File: config.mk
export PLATFORM = sky130hd
export DESIGN_NAME = vtcap_regs
export DESIGN_NICKNAME = d
export VERILOG_FILES = /design/src/rtl/vtcap_pkg.sv /design/src/rtl/vtcap_wr_walk.sv /design/src/rtl/vtcap_ctrl.sv /design/src/rtl/vtcap_rd_mux.sv /design/src/rtl/vtcap_regs.sv
export SDC_FILE = /design/constraint.sdc
export NUM_CORES = 1
export LEC_CHECK = 0
export BUFFER_PORTS_ARGS = -buffer_cell sky130_fd_sc_hd__buf_2
export CORE_ASPECT_RATIO = 0.8
export CORE_MARGIN = 8
export CORE_UTILIZATION = 30
export CTS_CLUSTER_SIZE = 12
export DETAILED_ROUTE_END_ITERATION = 8
export PLACE_DENSITY = 0.68
export SLEW_MARGIN = 20
export SYNTH_ARGS = -nofsm -noshare
export SYNTH_HDL_FRONTEND = slang
export SYNTH_HIERARCHICAL = 1
export SYNTH_SLANG_ARGS = --single-unit
File: constraint.sdc
create_clock -name clk -period 2.3 [get_ports clk]
set_input_delay 0.46 -clock clk [delete_from_list [all_inputs] [get_ports clk]]
set_output_delay 0.46 -clock clk [all_outputs]
set_load 0.03 [all_outputs]
File: src/rtl/vtcap_pkg.sv
package vtcap_pkg;

    localparam int unsigned CAP_BYTES  = 12;
    localparam int unsigned LANES      = 4;
    localparam int unsigned ADDR_W     = 9;
    localparam int unsigned CTRL_HI    = 3;
    localparam int unsigned SIZE_W     = 11;
    localparam int unsigned MAX_VEC    = 2048;
    localparam int unsigned MAX_BAR    = 5;
    localparam logic [31:0] PEND_BASE  = 32'h0000_0800;
    localparam logic [31:0] TABLE_BASE = 32'h0000_0000;

    typedef struct packed {
        logic en;
        logic mask;
    } ctrl_bits_t;

    typedef struct packed {
        logic       hit;
        ctrl_bits_t val;
    } ctrl_upd_t;

    function automatic logic len_legal(input logic [2:0] len);
        return (len == 3'd1) || (len == 3'd2) || (len == 3'd4);
    endfunction

    function automatic logic lane_live(input logic [2:0] len, input int unsigned lane);
        return len_legal(len) && (lane < int'(len));
    endfunction

    function automatic logic [ADDR_W-1:0] lane_addr(input logic [7:0] base,
                                                    input int unsigned lane);
        return {1'b0, base} + ADDR_W'(lane);
    endfunction

endpackage

File: src/rtl/vtcap_wr_walk.sv
module vtcap_wr_walk
    import vtcap_pkg::*;
(
    input  logic        wr_en,
    input  logic [7:0]  wr_off,
    input  logic [2:0]  wr_len,
    input  logic [31:0] wr_data,
    output ctrl_upd_t   upd
);
    logic       lane_hit [LANES];
    ctrl_bits_t lane_val [LANES];

    for (genvar k = 0; k < LANES; k++) begin : g_lane
        logic [ADDR_W-1:0] addr;
        logic [7:0]        dbyte;
        assign addr  = lane_addr(wr_off, k);
        assign dbyte = wr_data[8*k +: 8];
        assign lane_hit[k] = wr_en && lane_live(wr_len, k) && (addr == ADDR_W'(CTRL_HI));
        assign lane_val[k] = '{en: dbyte[7], mask: dbyte[6]};
    end

    // Byte walk at rising addresses: a later lane overrides an earlier one.
    always_comb begin
        upd = '0;
        for (int k = 0; k < LANES; k++) begin
            if (lane_hit[k]) begin
                upd.hit = 1'b1;
                upd.val = lane_val[k];
            end
        end
    end

endmodule

File: src/rtl/vtcap_ctrl.sv
module vtcap_ctrl
    import vtcap_pkg::*;
(
    input  logic       clk,
    input  logic       rst,
    input  logic       wr_en,
    input  ctrl_upd_t  upd,
    output ctrl_bits_t ctrl_q,
    output logic       rescan_q
);
    logic unmask_now;
    logic enable_now;

    assign unmask_now = ctrl_q.mask && !upd.val.mask;
    assign enable_now = !ctrl_q.en && upd.val.en && !upd.val.mask;

    always_ff @(posedge clk) begin
        if (rst) begin
            ctrl_q   <= '0;
            rescan_q <= 1'b0;
        end else begin
            rescan_q <= 1'b0;
            if (upd.hit) begin
                ctrl_q   <= upd.val;
                rescan_q <= unmask_now || enable_now;
            end
        end
    end

    AST_CTRL_HOLD: assert property (@(posedge clk) disable iff (rst)
        !wr_en |=> $stable(ctrl_q));

    AST_RESCAN_UNMASKED: assert property (@(posedge clk) disable iff (rst)
        rescan_q |-> !ctrl_q.mask);

    AST_RESCAN_CAUSE: assert property (@(posedge clk) disable iff (rst)
        rescan_q |-> (($past(ctrl_q.mask) && !ctrl_q.mask) ||
                      (!$past(ctrl_q.en) && ctrl_q.en)));

    AST_RESCAN_NEEDS_WRITE: assert property (@(posedge clk) disable iff (rst)
        rescan_q |-> $past(wr_en));

endmodule

File: src/rtl/vtcap_rd_mux.sv
module vtcap_rd_mux
    import vtcap_pkg::*;
#(
    parameter int unsigned N_VEC    = 16,
    parameter int unsigned BAR_IDX  = 0,
    parameter logic [7:0]  NEXT_PTR = 8'h00,
    parameter logic [7:0]  CAP_ID   = 8'h11
) (
    input  ctrl_bits_t  ctrl,
    input  logic [7:0]  rd_off,
    input  logic [2:0]  rd_len,
    output logic [31:0] rd_data
);
    localparam logic [SIZE_W-1:0] SIZE_M1 = SIZE_W'(N_VEC - 1);
    localparam logic [31:0]       TBL_DW  = TABLE_BASE | 32'(BAR_IDX);
    localparam logic [31:0]       PEND_DW = PEND_BASE  | 32'(BAR_IDX);

    function automatic logic [7:0] image_byte(input logic [ADDR_W-1:0] a,
                                              input ctrl_bits_t c);
        logic [7:0] b;
        case (a)
            9'd0:    b = CAP_ID;
            9'd1:    b = NEXT_PTR;
            9'd2:    b = SIZE_M1[7:0];
            9'd3:    b = {c.en, c.mask, 3'b000, SIZE_M1[10:8]};
            9'd4:    b = TBL_DW[7:0];
            9'd5:    b = TBL_DW[15:8];
            9'd6:    b = TBL_DW[23:16];
            9'd7:    b = TBL_DW[31:24];
            9'd8:    b = PEND_DW[7:0];
            9'd9:    b = PEND_DW[15:8];
            9'd10:   b = PEND_DW[23:16];
            9'd11:   b = PEND_DW[31:24];
            default: b = 8'h00;
        endcase
        return b;
    endfunction

    for (genvar k = 0; k < LANES; k++) begin : g_lane
        assign rd_data[8*k +: 8] = lane_live(rd_len, k)
                                 ? image_byte(lane_addr(rd_off, k), ctrl) : 8'h00;
    end

endmodule

File: src/rtl/vtcap_regs.sv
module vtcap_regs
    import vtcap_pkg::*;
#(
    parameter int unsigned N_VEC    = 16,
    parameter int unsigned BAR_IDX  = 0,
    parameter logic [7:0]  NEXT_PTR = 8'h00,
    parameter logic [7:0]  CAP_ID   = 8'h11
) (
    input  logic        clk,
    input  logic        rst,
    input  logic        wr_en,
    input  logic [7:0]  wr_off,
    input  logic [2:0]  wr_len,
    input  logic [31:0] wr_data,
    input  logic [7:0]  rd_off,
    input  logic [2:0]  rd_len,
    output logic [31:0] rd_data,
    output logic        msg_enable,
    output logic        func_mask,
    output logic        rescan
);
    // parameter range checked at elaboration
    if (N_VEC < 1 || N_VEC > MAX_VEC) begin : g_bad_count
        $error("vtcap_regs: N_VEC out of range");
    end
    if (BAR_IDX > MAX_BAR) begin : g_bad_bar
        $error("vtcap_regs: BAR_IDX out of range");
    end

    ctrl_upd_t  upd;
    ctrl_bits_t ctrl_q;

    vtcap_wr_walk u_walk (
        .wr_en   (wr_en),
        .wr_off  (wr_off),
        .wr_len  (wr_len),
        .wr_data (wr_data),
        .upd     (upd)
    );

    vtcap_ctrl u_ctrl (
        .clk      (clk),
        .rst      (rst),
        .wr_en    (wr_en),
        .upd      (upd),
        .ctrl_q   (ctrl_q),
        .rescan_q (rescan)
    );

    vtcap_rd_mux #(
        .N_VEC    (N_VEC),
        .BAR_IDX  (BAR_IDX),
        .NEXT_PTR (NEXT_PTR),
        .CAP_ID   (CAP_ID)
    ) u_rd (
        .ctrl    (ctrl_q),
        .rd_off  (rd_off),
        .rd_len  (rd_len),
        .rd_data (rd_data)
    );

    assign msg_enable = ctrl_q.en;
    assign func_mask  = ctrl_q.mask;

    AST_RD_NARROW_ZERO: assert property (@(posedge clk) disable iff (rst)
        (rd_len != 3'd4) |-> (rd_data[31:16] == 16'h0000));

    AST_BAD_LEN_NO_CHANGE: assert property (@(posedge clk) disable iff (rst)
        (wr_en && !len_legal(wr_len)) |=> ($stable(msg_enable) && $stable(func_mask) && !rescan));

endmodule

==> qor.csv, run 1 <==
stage,metric,value,unit
timing,skew,0.6055,ps
timing,total_count_of_max_transition_violations_in_the_final_report,0,
cts,clock-root-buffer,sky130_fd_sc_hd__clkbuf_8,
synth,yosys.area_share.simple,42.26,%
power_and_ir_drop,fin_total_pwr,0.5647,mW
place,io_buffers,63,
worst_setup_path,reg2reg_depth,2,
place,placer_congestion_estimate,0.8702,
cells_and_area,most_frequent_cells_in_the_layout,"51 x sky130_fd_sc_hd__buf_4, 33 x sky130_fd_sc_hd__buf_6, 29 x sky130_fd_sc_hd__buf_2",
synth,post_synth_num_cell_types,54,
cells_and_area,antenna_cells,0,
drt,drtAntennaViolNets,0,
global_route,top_usage_layer,met2,
drt,detail_route.vias_per_cell,5.656,
floorplanning,die_h,70.92,µm
timing,max-slew-margin-rel,61.90,%
power_and_ir_drop,leakage,1.111,nW
drt,final_routed_wirelength_across_all_metal_layers,5.773,mm
floorplanning,die-area,0.006003,mm²
power_and_ir_drop,pwr_density_cell,215.1,mW/mm²
drt,drt_iter0_drc,139,
cts,h-tree-depth,1,
global_route,antenna_found_initial,0,
worst_setup_path,setup.worst_path.end_class,output pin,
worst_setup_path,endpoint,rd_data[11],
cells_and_area,layout_commonest_cell,sky130_fd_sc_hd__buf_4,
synth,synth_compound_area_share,23.56,%
worst_setup_path,r2r_slack,1530,ps
place,hpwlAfterDp,3.765,mm
floorplanning,placeableCoreArea,0.003704,mm²
global_route,global_route_wire_length_before_repair,8.148,mm
worst_setup_path,max_fanout_on_critical_path,5,
cts,clock_sinks,3,
synth,post_synthesis_share_of_cell_area_spent_on_xor_and_xnor_gates,8.518,%
cells_and_area,syn_to_final_growth,132.1,%
cells_and_area,final_design_area_no_fill,0.002625,mm²
synth,synth_top_family_by_area,simple AND/OR/NAND/NOR gates,
cts,max-clock-path-buffers,2,
timing,timing.final.ws_setup,-264.6,ps
floorplanning,rows,20,
drt,first_pass_iters,5,
global_route,gr-usage-met2,27.03,%
timing,layout_min_cycle_time,2565,ps
drt,post-route-drc-count,0,
worst_setup_path,crit_chain,"buf_12, ha_4, a311o_1, o21ai_2, buf_4, o21ai_4, buf_4, buf_4, a211oi_2, buf_4",
hold_path,timing.hold.worst_path_depth,2,
drt,avgRoutedWirePerCell,18.21,µm
cells_and_area,postLayoutCoreUtil,70.88,%
synth,synth.yosys.seq_area_share,5.310,%
global_route,grtUsageMet1,20.76,%
synth,synth-edff-count,0,
worst_setup_path,timing.critical_path.mode_cell,sky130_fd_sc_hd__buf_4,
synth,async_set_reset_flop_share_out_of_synthesis,0,%
worst_setup_path,timing.critical_path.from_type,input port,
synth,postSynthCellCount,164,
global_route,via_count_of_the_first_global_routing_pass,1699,
worst_setup_path,critPathLaunch,rd_off[1],
global_route,grt_start_max_net_pins,13,
synth,postSynthAreaPerCell,6.897,µm²
worst_setup_path,r2r-start,u_ctrl/ctrl_q[1]$_SDFFE_PP0P_,
global_route,global_route.usage.met3,3.356,%
hold_path,hold_wc_path_type,input port to flop,
timing,final_min_period_over_clock_period,111.5,%
cts,tritoncts.num_buffers,3,
global_route,gr-total-overflow,0,
drt,vias,1793,
worst_setup_path,regToRegEndpoint,u_ctrl/rescan_q$_SDFF_PP0_,
synth,synthAdderAreaFrac,4.425,%
flow_run,max_cap_violations,0,
place,dpl_cell_area,0.001966,mm²
timing,worst_pin_slew,566.3,ps
worst_setup_path,crit_required,1840,ps
synth,yosys_warnings,6,
timing,grt_setup_unrepaired,true,
cts,worstSkewPairLatency,220,ps
cells_and_area,layout.nets,335,
worst_setup_path,crit_path_top_delay_cell,sky130_fd_sc_hd__a311o_1,
status,failing_checks,negative setup slack,
synth,ys_dominant_reg_cell,sky130_fd_sc_hd__dfxtp_1,
status,status,finished with violations,
synth,postSynthRegisterBits,3,
timing,final_hold_viol_count,0,
cells_and_area,layout-drive-gt1-share,67.03,%
floorplanning,dieWidth,84.65,µm
synth,mappedNetlistArea,0.001131,mm²
cts,clk_pin_slew,30,ps
worst_setup_path,cpPeakStageDelay,300,ps
floorplanning,initial_core_util,30.54,%
timing,hold-worst-slack,440.6,ps
floorplanning,floorplan.io_pins,92,
global_route,grtUsageTotal,16.28,%
synth,synthMuxAreaShare,3.540,%
power_and_ir_drop,peakVddDrop,0.1849,mV
cts,cts_tree,built,
timing,achievable-frequency,389.9,MHz
worst_setup_path,cp_data_arrival_time,2100,ps
timing,setup_violations,23,
worst_setup_path,path_class,input port to output pin,
## cells by family after synthesis
family / after synthesis
and+or+nand+nor: 81
AOI/OAI and AO/OA: 35
muxes: 4
other: 1
buffers and inverters: 25
DFF: 3
xor gates and xnor gates: 11
adders and majority gates: 4
## registers in the layout, summed over array words and instances (netlist names)
name,count
u_ctrl/ctrl_q,2
u_ctrl/rescan_q,1
## through the flow
step	TNS (ps)	setup slack (ps)	std cells
floorplan	-5121	-414.1	167
global placement	-5929	-343.2	301
detailed placement	-6153	-342.4	301
CTS	-2917	-196.5	315
global route	-4669	-296.3	317
finish	-3675	-264.6	317
## how the worst min path moves through the flow
stage               slack [ps]                       endpoint                     startpoint
floorplan                  530  u_ctrl/ctrl_q[0]$_SDFFE_PP0P_                            rst
global placement           560  u_ctrl/ctrl_q[1]$_SDFFE_PP0P_  u_ctrl/ctrl_q[1]$_SDFFE_PP0P_
detailed placement         550  u_ctrl/ctrl_q[0]$_SDFFE_PP0P_  u_ctrl/ctrl_q[0]$_SDFFE_PP0P_
CTS                        440  u_ctrl/ctrl_q[1]$_SDFFE_PP0P_                            rst
global route               450  u_ctrl/ctrl_q[1]$_SDFFE_PP0P_                            rst
finish                     440  u_ctrl/ctrl_q[0]$_SDFFE_PP0P_                            rst
## synth_stat cells (all sizes together) (4+ instances only)
| cell type | n | area share [%] |
|---|---|---|
| a211oi | 6 | 4.0 |
| a21oi | 4 | 2.1 |
| nor3 | 11 | 4.9 |
| xnor2 | 8 | 6.2 |
| ha | 4 | 4.4 |
| nor4 | 13 | 8.5 |
| or3 | 7 | 3.9 |
| inv | 6 | 2.0 |
| o21ai | 7 | 3.4 |
| buf | 17 | 9.4 |
| nor2 | 12 | 4.0 |
| nand2 | 12 | 4.0 |
| mux2i | 4 | 3.5 |
## critical path: cells and delay by family
family,cells,cell delay (ps)
adders and majority gates,1,170
buffers and inverters,5,740
AOI/OAI and AO/OA,4,720
## power by group
part           internal [mW]  switching [mW]
clock                  0.118          0.0361
combinational          0.170           0.188
sequential            0.0524     0.000000220
total                  0.341           0.224
## layer usage
metal | wire length [µm] | vias up
met5 | 0 | -
met4 | 95 | 0
met3 | 482 | 12
met2 | 2954 | 96
met1 | 2239 | 864
li1 | - | 821
## area by class of cell
| cell class | count | area (µm²) |
|---|---|---|
| sequential | 3 | 60.06 |
| inverter | 6 | 27.53 |
| tap | 44 | 55.05 |
| fill | 262 | 1079 |
| clock buffer | 4 | 45.04 |
| multi-input combinational | 139 | 1418 |
| timing repair buffer | 121 | 1020 |
## timing repair
item	4_1_cts	5_1_grt
cloned	0	0
resized for setup	82	48
setup endpoints to repair	28	28
hold buffers	0	0
buffers inserted	10	3
pin swaps	25	17
endpoints found under the hold margin	0	0
Power figures use the tool's default switching activity.
==> run 2: changes to the inputs <==
Settings changed: CTS_BUF_LIST set to sky130_fd_sc_hd__clkbuf_2 sky130_fd_sc_hd__clkbuf_4 sky130_fd_sc_hd__clkbuf_8.
==> run 2 against run 1 <==
The flow still finishes with violations (negative setup slack); critical path depth decreased by 1; via count decreased by 3.5%; combinational power decreased by 3%; design area decreased by 1.6%; hold slack improved by 2.3 ps; largest cell class unchanged.
==> qor.csv, run 2 (synthesis gave the netlist of run 1 again) <==
stage,metric,value,unit
drt,final_routed_wirelength_across_all_metal_layers,5.627,mm
drt,vias,1731,
power_and_ir_drop,sw_frac_of_total,38.97,%
drt,avgRoutedWirePerCell,17.81,µm
global_route,global_route.usage.met3,3.356,%
cts,cts_tree,built,
timing,achievable-frequency,395.8,MHz
timing,hold-worst-slack,442.8,ps
timing,final.setup.tns,-3263,ps
floorplanning,rows,20,
drt,detail_route.vias_per_cell,5.478,
worst_setup_path,max_fanout_on_critical_path,6,
worst_setup_path,crit_required,1840,ps
timing,timing.final.ws_setup,-226.5,ps
worst_setup_path,setup.worst_path.end_class,output pin,
timing,max-slew-margin-rel,64.76,%
power_and_ir_drop,pwr-share-seq,9.2,%
timing,layout_min_cycle_time,2526,ps
global_route,gr-usage-met2,27.46,%
cells_and_area,layout-drive-gt1-share,66.18,%
global_route,top_usage_layer,met2,
worst_setup_path,r2r_slack,1530,ps
worst_setup_path,r2r-start,u_ctrl/ctrl_q[1]$_SDFFE_PP0P_,
power_and_ir_drop,power.share.combinational,61.0,%
timing,skew,1.772,ps
drt,drt_iter0_drc,115,
drt,drtAntennaViolNets,0,
power_and_ir_drop,net-switching-power,0.2224,mW
floorplanning,floorplan.io_pins,92,
timing,setup_violations,22,
cts,clock-root-buffer,sky130_fd_sc_hd__clkbuf_8,
floorplanning,dieWidth,84.65,µm
cells_and_area,multi_input_comb_area,0.001379,mm²
global_route,antenna_found_initial,0,
cts,cts_hold_buffers,0,
hold_path,min_delay_worst_endpoint,u_ctrl/ctrl_q[0]$_SDFFE_PP0P_,
place,placer_congestion_estimate,0.8702,
cells_and_area,max_flop_register,u_ctrl/ctrl_q,
floorplanning,die_h,70.92,µm
worst_setup_path,timing.critical_path.from_type,input port,
worst_setup_path,regToRegEndpoint,u_ctrl/rescan_q$_SDFF_PP0_,
global_route,global_route_wire_length_before_repair,8.211,mm
power_and_ir_drop,peakVddDrop,0.1864,mV
power_and_ir_drop,power_report.internal_total,0.3483,mW
cells_and_area,layout_commonest_cell,sky130_fd_sc_hd__buf_4,
global_route,grt_start_max_net_pins,13,
timing,final_min_period_over_clock_period,109.8,%
cells_and_area,most_frequent_cells_in_the_layout,"50 x sky130_fd_sc_hd__buf_4, 33 x sky130_fd_sc_hd__buf_6, 29 x sky130_fd_sc_hd__buf_2",
cts,tritoncts.num_buffers,3,
floorplanning,die-area,0.006003,mm²
global_route,grtUsageTotal,16.40,%
cells_and_area,fillCellCount,264,
drt,post-route-drc-count,0,
cells_and_area,syn_to_final_growth,128.3,%
cts,clock_sinks,3,
cells_and_area,antenna_cells,0,
hold_path,hp-start,rst,
drt,first_pass_iters,4,
place,hpwlAfterDp,3.765,mm
floorplanning,initial_core_util,30.54,%
hold_path,hold_wc_path_type,input port to flop,
hold_path,timing.hold.worst_path_depth,2,
power_and_ir_drop,clock_power_share,29.8,%
power_and_ir_drop,leakage,1.094,nW
global_route,gr-total-overflow,0,
global_route,grtUsageMet1,20.76,%
status,failing_checks,negative setup slack,
worst_setup_path,cp_data_arrival_time,2070,ps
timing,final_hold_viol_count,0,
worst_setup_path,reg2reg_depth,2,
timing,worst_pin_slew,523.8,ps
power_and_ir_drop,pwr_density_cell,221.0,mW/mm²
flow_run,max_cap_violations,0,
status,status,finished with violations,
cts,h-tree-depth,1,
cells_and_area,area.sequential,60.06,µm²
cells_and_area,largestRegisters,"u_ctrl/ctrl_q: 2 flops, u_ctrl/rescan_q: 1 flops",
cts,worstSkewPairLatency,220,ps
cts,max-clock-path-buffers,2,
place,io_buffers,63,
global_route,via_count_of_the_first_global_routing_pass,1698,
timing,grt_setup_unrepaired,true,
floorplanning,placeableCoreArea,0.003704,mm²
timing,total_count_of_max_transition_violations_in_the_final_report,0,
worst_setup_path,path_class,input port to output pin,
cells_and_area,number_of_flip_flops_under_the_largest_register_name,2,
cts,clk_pin_slew,30,ps
cells_and_area,layout.nets,334,
## run 2: changes by cell type in the layout (fill, tap and decap cells not counted), sizes merged
cell  before  now
buf      119  118
## run 2: critical path, cell delays in order
cell                       delay [ps]
sky130_fd_sc_hd__clkbuf_4         150
sky130_fd_sc_hd__buf_6            150
sky130_fd_sc_hd__and3_4           180
sky130_fd_sc_hd__a211oi_4         310
sky130_fd_sc_hd__o21ai_4          120
sky130_fd_sc_hd__buf_4            150
sky130_fd_sc_hd__buf_4            120
sky130_fd_sc_hd__a211oi_2         220
sky130_fd_sc_hd__buf_4            200
## run 2: repair_timing
action,in CTS,in global routing
setup endpoints to repair,28,28
gates resized for setup,82,43
setup buffers,10,1
pin swaps,25,15
## run 2: per-stage QoR
step | setup slack (ps) | power [mW] | instances | utilization [%] | instance area [µm²]
after global placement | -343.2 | 0.3131 | 301 | 53.07 | 1966
final | -226.5 | 0.5707 | 316 | 69.73 | 2582
after CTS | -196.5 | 0.5308 | 315 | 64.53 | 2390
after floorplan | -414.1 | 0.2057 | 167 | - | 1375
after detailed placement | -342.4 | 0.3173 | 301 | 53.07 | 1966
after global routing | -280.9 | 0.5934 | 316 | 69.73 | 2582
## run 2: power groups by stage
| stage | logic (mW) | clock network (mW) | registers, mW |
|---|---|---|---|
| 4_1_cts | 0.308 | 0.171 | 0.0524 |
| 5_1_grt | 0.366 | 0.175 | 0.0524 |
| 2_1_floorplan | 0.153 | 0 | 0.0531 |
| 6_report | 0.348 | 0.170 | 0.0524 |
| 3_3_place_gp | 0.260 | 0 | 0.0531 |
| 3_5_place_dp | 0.264 | 0 | 0.0531 |
## run 2: routing by layer
layer  vias up  wire (µm)
li1        818          -
met1       843       2273
met2        60       2900
met3        10        352
met4         0        100
met5         -          0
## run 2: worst max-delay path by stage
stage,start,end,slack [ps]
2_1_floorplan,rd_off[4],rd_data[4],-410
3_3_place_gp,rd_off[1],rd_data[20],-340
3_5_place_dp,rd_off[1],rd_data[20],-340
4_1_cts,rd_off[1],rd_data[20],-200
5_1_grt,rd_off[1],rd_data[20],-280
6_report,rd_off[3],rd_data[11],-230
## run 2: final cells by class
type	instances	area share, %
Sequential cell	3	2.326
Timing Repair Buffer	120	39.20
Inverter	6	1.066
Clock buffer	4	1.890
Multi-Input combinational cell	139	53.39
Tap cell	44	2.132
